[src/rtl/cardslot_pkg.sv]
package cardslot_pkg;
   localparam int REG_W     = 8;
   localparam int VCC_W     = 2;
   localparam int BANK_W    = 2;
   // field positions inside a slot control register
   localparam int F_LOW_V   = 7;
   localparam int F_IO      = 6;
   localparam int F_BANK_LO = 4;
   localparam int F_CLKSRC  = 3;
   localparam int F_HI_V    = 2;
   localparam int F_WARM    = 1;
   localparam int F_ACT     = 0;

   typedef enum logic [VCC_W-1:0] {
      VCC_3V0 = 2'd0,
      VCC_5V0 = 2'd1,
      VCC_1V8 = 2'd2
   } vcc_code_e;
endpackage

[src/rtl/cardslot_vcc_dec.sv]
module cardslot_vcc_dec
   import cardslot_pkg::*;
(
   input  logic             low_v,
   input  logic             hi_v,
   output logic [VCC_W-1:0] code
);
   vcc_code_e sel;

   always_comb begin
      if (low_v)     sel = VCC_1V8;
      else if (hi_v) sel = VCC_5V0;
      else           sel = VCC_3V0;
   end

   assign code = sel;
endmodule

[src/rtl/cardslot_io_guard.sv]
module cardslot_io_guard #(
   parameter int NUM_SLOTS = 2
) (
   input  logic                 clk,
   input  logic                 rst,
   input  logic [NUM_SLOTS-1:0] io_en,
   input  logic [NUM_SLOTS-1:0] conflict,
   input  logic                 err_clr,
   output logic [NUM_SLOTS-1:0] others_on,
   output logic                 io_err
);
   for (genvar s = 0; s < NUM_SLOTS; s++) begin : g_other
      localparam logic [NUM_SLOTS-1:0] SELF = NUM_SLOTS'(1) << s;
      assign others_on[s] = |(io_en & ~SELF);
   end

   always_ff @(posedge clk) begin
      if (rst)            io_err <= 1'b0;
      else if (|conflict) io_err <= 1'b1;
      else if (err_clr)   io_err <= 1'b0;
   end
endmodule

[src/rtl/cardslot_slot_reg.sv]
module cardslot_slot_reg
   import cardslot_pkg::*;
(
   input  logic              clk,
   input  logic              rst,
   input  logic              hit,
   input  logic [REG_W-1:0]  wdata,
   input  logic              sup_fault,
   input  logic              prt_fault,
   input  logic              present,
   input  logic              mute,
   input  logic              others_on,
   output logic              act_pulse,
   output logic              deact_pulse,
   output logic              warm_pulse,
   output logic              low_v,
   output logic              hi_v,
   output logic              clk_src,
   output logic [BANK_W-1:0] bank,
   output logic              io_on,
   output logic              active,
   output logic              warm,
   output logic              conflict
);
   logic act_ok, deact_ok, act_evt, warm_clr, warm_set;

   assign act_ok   = hit && wdata[F_ACT] && !active && !sup_fault && !prt_fault && present;
   assign deact_ok = hit && !wdata[F_ACT] && active;
   assign act_evt  = act_ok || deact_ok;
   assign warm_clr = mute || act_evt;
   assign warm_set = hit && wdata[F_WARM] && !warm_clr;
   assign conflict = hit && wdata[F_IO] && others_on;

   always_ff @(posedge clk) begin
      if (rst) begin
         act_pulse   <= 1'b0;
         deact_pulse <= 1'b0;
         warm_pulse  <= 1'b0;
         low_v       <= 1'b0;
         hi_v        <= 1'b0;
         clk_src     <= 1'b0;
         bank        <= '0;
         io_on       <= 1'b0;
         active      <= 1'b0;
         warm        <= 1'b0;
      end else begin
         act_pulse   <= act_ok;
         deact_pulse <= deact_ok;
         warm_pulse  <= warm_set;
         if (act_ok)        active <= 1'b1;
         else if (deact_ok) active <= 1'b0;
         if (warm_clr) warm <= 1'b0;
         else if (hit) warm <= wdata[F_WARM];
         if (hit) begin
            if (!active) low_v <= wdata[F_LOW_V];
            hi_v    <= wdata[F_HI_V];
            clk_src <= wdata[F_CLKSRC];
            bank    <= wdata[F_BANK_LO +: BANK_W];
            io_on   <= wdata[F_IO] && !others_on;
         end
      end
   end
endmodule

[src/rtl/cardslot_ctl_bank.sv]
module cardslot_ctl_bank
   import cardslot_pkg::*;
#(
   parameter int NUM_SLOTS = 2,
   parameter int ADDR_W    = 8,
   parameter int BASE_ADDR = 1
) (
   input  logic                        clk,
   input  logic                        rst,
   input  logic                        wr_en,
   input  logic [ADDR_W-1:0]           wr_addr,
   input  logic [REG_W-1:0]            wr_data,
   input  logic [NUM_SLOTS-1:0]        supply_fault,
   input  logic [NUM_SLOTS-1:0]        prot_fault,
   input  logic [NUM_SLOTS-1:0]        card_present,
   input  logic [NUM_SLOTS-1:0]        mute,
   input  logic                        io_err_clr,
   output logic [NUM_SLOTS-1:0]        act_req,
   output logic [NUM_SLOTS-1:0]        deact_req,
   output logic [NUM_SLOTS-1:0]        warm_req,
   output logic [NUM_SLOTS*VCC_W-1:0]  vcc_sel,
   output logic [NUM_SLOTS-1:0]        clk_pd_sel,
   output logic [NUM_SLOTS-1:0]        io_en,
   output logic [NUM_SLOTS*BANK_W-1:0] bank_sel,
   output logic [NUM_SLOTS-1:0]        slot_active,
   output logic [NUM_SLOTS-1:0]        warm_pending,
   output logic                        io_err
);
   localparam int LAST_ADDR = BASE_ADDR + NUM_SLOTS - 1;

   initial begin
      if (NUM_SLOTS < 1)
         $fatal(1, "cardslot_ctl_bank: NUM_SLOTS must be at least 1");
      if (BASE_ADDR < 0 || LAST_ADDR >= (1 << ADDR_W))
         $fatal(1, "cardslot_ctl_bank: slot addresses do not fit ADDR_W");
   end

   logic [NUM_SLOTS-1:0] others_on;
   logic [NUM_SLOTS-1:0] conflict;
   logic [NUM_SLOTS-1:0] low_v;
   logic [NUM_SLOTS-1:0] hi_v;

   for (genvar s = 0; s < NUM_SLOTS; s++) begin : g_slot
      localparam logic [ADDR_W-1:0] MY_ADDR = ADDR_W'(BASE_ADDR + s);
      logic hit;
      assign hit = wr_en && (wr_addr == MY_ADDR);

      cardslot_slot_reg u_reg (
         .clk         (clk),
         .rst         (rst),
         .hit         (hit),
         .wdata       (wr_data),
         .sup_fault   (supply_fault[s]),
         .prt_fault   (prot_fault[s]),
         .present     (card_present[s]),
         .mute        (mute[s]),
         .others_on   (others_on[s]),
         .act_pulse   (act_req[s]),
         .deact_pulse (deact_req[s]),
         .warm_pulse  (warm_req[s]),
         .low_v       (low_v[s]),
         .hi_v        (hi_v[s]),
         .clk_src     (clk_pd_sel[s]),
         .bank        (bank_sel[s*BANK_W +: BANK_W]),
         .io_on       (io_en[s]),
         .active      (slot_active[s]),
         .warm        (warm_pending[s]),
         .conflict    (conflict[s])
      );

      cardslot_vcc_dec u_vcc (
         .low_v (low_v[s]),
         .hi_v  (hi_v[s]),
         .code  (vcc_sel[s*VCC_W +: VCC_W])
      );
   end

   cardslot_io_guard #(.NUM_SLOTS(NUM_SLOTS)) u_guard (
      .clk       (clk),
      .rst       (rst),
      .io_en     (io_en),
      .conflict  (conflict),
      .err_clr   (io_err_clr),
      .others_on (others_on),
      .io_err    (io_err)
   );
endmodule

[config.mk]
export PLATFORM = sky130hd
export DESIGN_NAME = cardslot_ctl_bank
export DESIGN_NICKNAME = d
export VERILOG_FILES = /design/src/rtl/cardslot_pkg.sv /design/src/rtl/cardslot_vcc_dec.sv /design/src/rtl/cardslot_io_guard.sv /design/src/rtl/cardslot_slot_reg.sv /design/src/rtl/cardslot_ctl_bank.sv
export SDC_FILE = /design/constraint.sdc
export NUM_CORES = 1
export LEC_CHECK = 0
export ABC_AREA = 1
export CAP_MARGIN = 30
export CORE_UTILIZATION = 35
export CTS_CLUSTER_DIAMETER = 60
export CTS_CLUSTER_SIZE = 8
export DETAILED_ROUTE_END_ITERATION = 10
export PLACE_DENSITY = 0.79
export RECOVER_POWER = 50
export SYNTH_ARGS = -nofsm -noshare
export SYNTH_HDL_FRONTEND = slang
export SYNTH_HIERARCHICAL = 1
export SYNTH_SLANG_ARGS = --single-unit
export TNS_END_PERCENT = 100
[constraint.sdc]
create_clock -name clk -period 1.2 [get_ports clk]
set_clock_uncertainty 0.2 [all_clocks]
set_input_delay 0.24 -clock clk [delete_from_list [all_inputs] [get_ports clk]]
set_output_delay 0.24 -clock clk [all_outputs]
set_load 0.01 [all_outputs]
==> impl_metrics.toml <==
[clocking]
cts_inserted_buffers = 3
cts_tree = "built"
cts.sinks = 23
htreeDepth = 1
worstSkewPairLatency_ps = 300
clk_path_buf_depth = 2
cts_root_buffer = "clkbuf_4"
cts.clk_slew.worst_paths_ps = 130

[timing]
relSlewSlack_pct = 85.1
setup_ws_ps = -163
setup_violations = 24
fmax_mhz = 733
period_needed_ps = 1360
rsz0062_at_grt = "true"
period_share_pct = 114
tightest_slew_ps = 223
finalMaxSlewViolations = 0
finalHoldViolCount = 0

[critical_path]
cp.depth = 3
cpPeakStageDelay_ps = 370
r2r_slack_ps = 40
criticalPathCategory = "reg -> out"
critPathArrivalTime_ps = 920
reg2reg_depth = 5
cp.required_ps = 760
end_kind = "output port"
path_max_fanout = 2
path_cells = "inv_2, nor2_2, buf_2"
start_kind = "flop"
path_delay_family = "flip-flops"
critPathBufInv = 2
slowest_stage = "dfxtp_2"

[power_and_ir_drop]
switching_power_w = 0.000288
swShare_pct = 22.9
vdd_ir_drop_max_uv = 784
comb_power_share_pct = 10.6
p_seq_share_pct = 60.8
p_per_area_nw_per_um2 = 755
p_int_w = 0.000968
p_leak_nw = 0.740
clock_power_share_pct = 28.6

[global_routing]
grt_max_degree = 14
grt_pass1_wl_um = 3970
antenna_found_initial = 0
track_usage_pct = 19.0
grt-ovfl-total = 0
grt_pass1_vias = 1005

[outcome]
status = "complete, but fails checks"
violations = "negative setup slack"

[place]
pre_cts_ws_ps = -681
io_buffers = 50
place_congestion = 0.833
dp_hpwl_um = 2080
placed_cell_area_um2 = 1580
dp.cells = 219

[logic_synthesis]
yosysWarnings = 6
synth_area_um2 = 990
synth-seq-area-share_pct = 46.5
syn_inst = 133
synth-seq-cells = 23
synth.avg_cell_area_um2 = 7.44
ys_types = 16
synth_nets = 161

[floorplan]
fp-row-count = 18
fp.dieW_um = 55.2
ios = 51
die_area_um2 = 3040
core_um2 = 2570
initial_core_util_pct = 38.5
die_height_um = 55.2

[final_layout]
layout.cells.non_filler = 229
final_util_pct = 64.8
final_area_um2 = 1660
drive_gt1_share_pct = 47.2
syn_to_final_growth_pct = 68.0
final_cell_mix = "nand2_1, dfxtp_2, nor2_1, buf_6, buf_4"
num-nets-final = 228
diodes = 0
final_common_cell = "nand2_1"

[detailed_routing]
wirelength_um = 2700
wl_per_cell_um = 11.8
drc = 0
dr_total_vias = 1048
first_iter_violations = 19
viasPerCell = 4.58
ant_nets = 0
firstDrtPassIters = 4

[worst_hold_path]
hold_path.class = "in -> reg"
worstHoldPathCells = 4

[job]
maxCapViolCount = 0
## layer usage
layer,global-route usage [%],share of wire [%]
met5,0,0
met3,6.01,8.8
met4,6.67,0.63
met1,19.4,39
met2,35.7,51
## cells by family (layout without fill, tap and decap cells)
kind of cell / Yosys count / count (layout) / synth area share (%)
compound gates: 19 / 19 / 10.9
flops: 23 / 23 / 46.5
simple gates: 68 / 68 / 30.1
buf+inv: 23 / 89 / 12.5
## final timing paths
path	start	endpoint
worst min register to register	g_slot[1].u_reg/bank[1]	g_slot[1].u_reg/bank[1]
worst max-delay path	g_slot[1].u_reg/hi_v	vcc_sel[2]
worst max register to register	g_slot[0].u_reg/active	g_slot[0].u_reg/warm
worst min-delay path	wr_data[0]	g_slot[0].u_reg/deact_pulse
## worst reg2reg max path: cells and delay by family (launching register included)
family	cells	cell delay, ps
flip-flops	1	350
AND/OR/NAND/NOR	4	380
buffers and inverters	1	150
## power groups by stage
stage	logic, W	registers (W)	clock network, W
after detailed placement	0.000144	0.000781	0
after floorplan	0.0000334	0.000781	0
final	0.000133	0.000763	0.000359
after global placement	0.000143	0.000781	0
after global routing	0.000143	0.000764	0.000411
after CTS	0.000135	0.000764	0.000381
## through the flow
step,hold slack (ps),total power [W],TNS (ps)
after floorplan,109,0.000815,-413
after global placement,252,0.000925,-15140
after detailed placement,254,0.000925,-16200
after CTS,241,0.00128,-941
after global routing,97.6,0.00132,-1720
final,97.4,0.00126,-556
## flip-flops by register name, indices dropped and copies added, names as in the netlist
signal,flops
g_slot.u_reg/warm,2
g_slot.u_reg/warm_pulse,2
g_slot.u_reg/active,2
g_slot.u_reg/low_v,2
g_slot.u_reg/io_on,2
g_slot.u_reg/act_pulse,2
u_guard/io_err,1
g_slot.u_reg/clk_src,2
g_slot.u_reg/deact_pulse,2
g_slot.u_reg/bank,4
g_slot.u_reg/hi_v,2
## area by class of cell
class | instances | area (µm²)
inverters | 15 | 68.8
clock buffers | 3 | 22.5
flip-flops and latches | 23 | 485
repair buffers | 70 | 611
clock inverters | 1 | 5.00
well taps | 30 | 37.5
fillers | 226 | 905
multi-input cells | 87 | 433
## cells in the mapped netlist
| cell type | count | area share, % |
|---|---|---|
| dfxtp_1 | 23 | 47 |
| inv_1 | 13 | 4.9 |
| nor2_2 | 3 | 1.9 |
| inv_4 | 2 | 1.3 |
| o21ai_0 | 2 | 1.0 |
| buf_6 | 2 | 2.3 |
| nand3_2 | 2 | 2.0 |
| buf_2 | 2 | 1.0 |
| nor2_1 | 21 | 8.0 |
| a21oi_2 | 2 | 1.8 |
| nand3_1 | 6 | 3.0 |
| a21oi_1 | 13 | 6.6 |
| a21boi_0 | 2 | 1.5 |
| nand2_1 | 34 | 13 |
| buf_4 | 4 | 3.0 |
| nor2_4 | 2 | 2.3 |
## timing repair
| action | in CTS | in global routing |
|---|---|---|
| setup buffers | 6 | 1 |
| hold buffers | 0 | 0 |
| pin swaps | 12 | 14 |
| gates resized for setup | 152 | 19 |
| setup endpoints to repair | 46 | 29 |
Power figures use the tool's default switching activity.
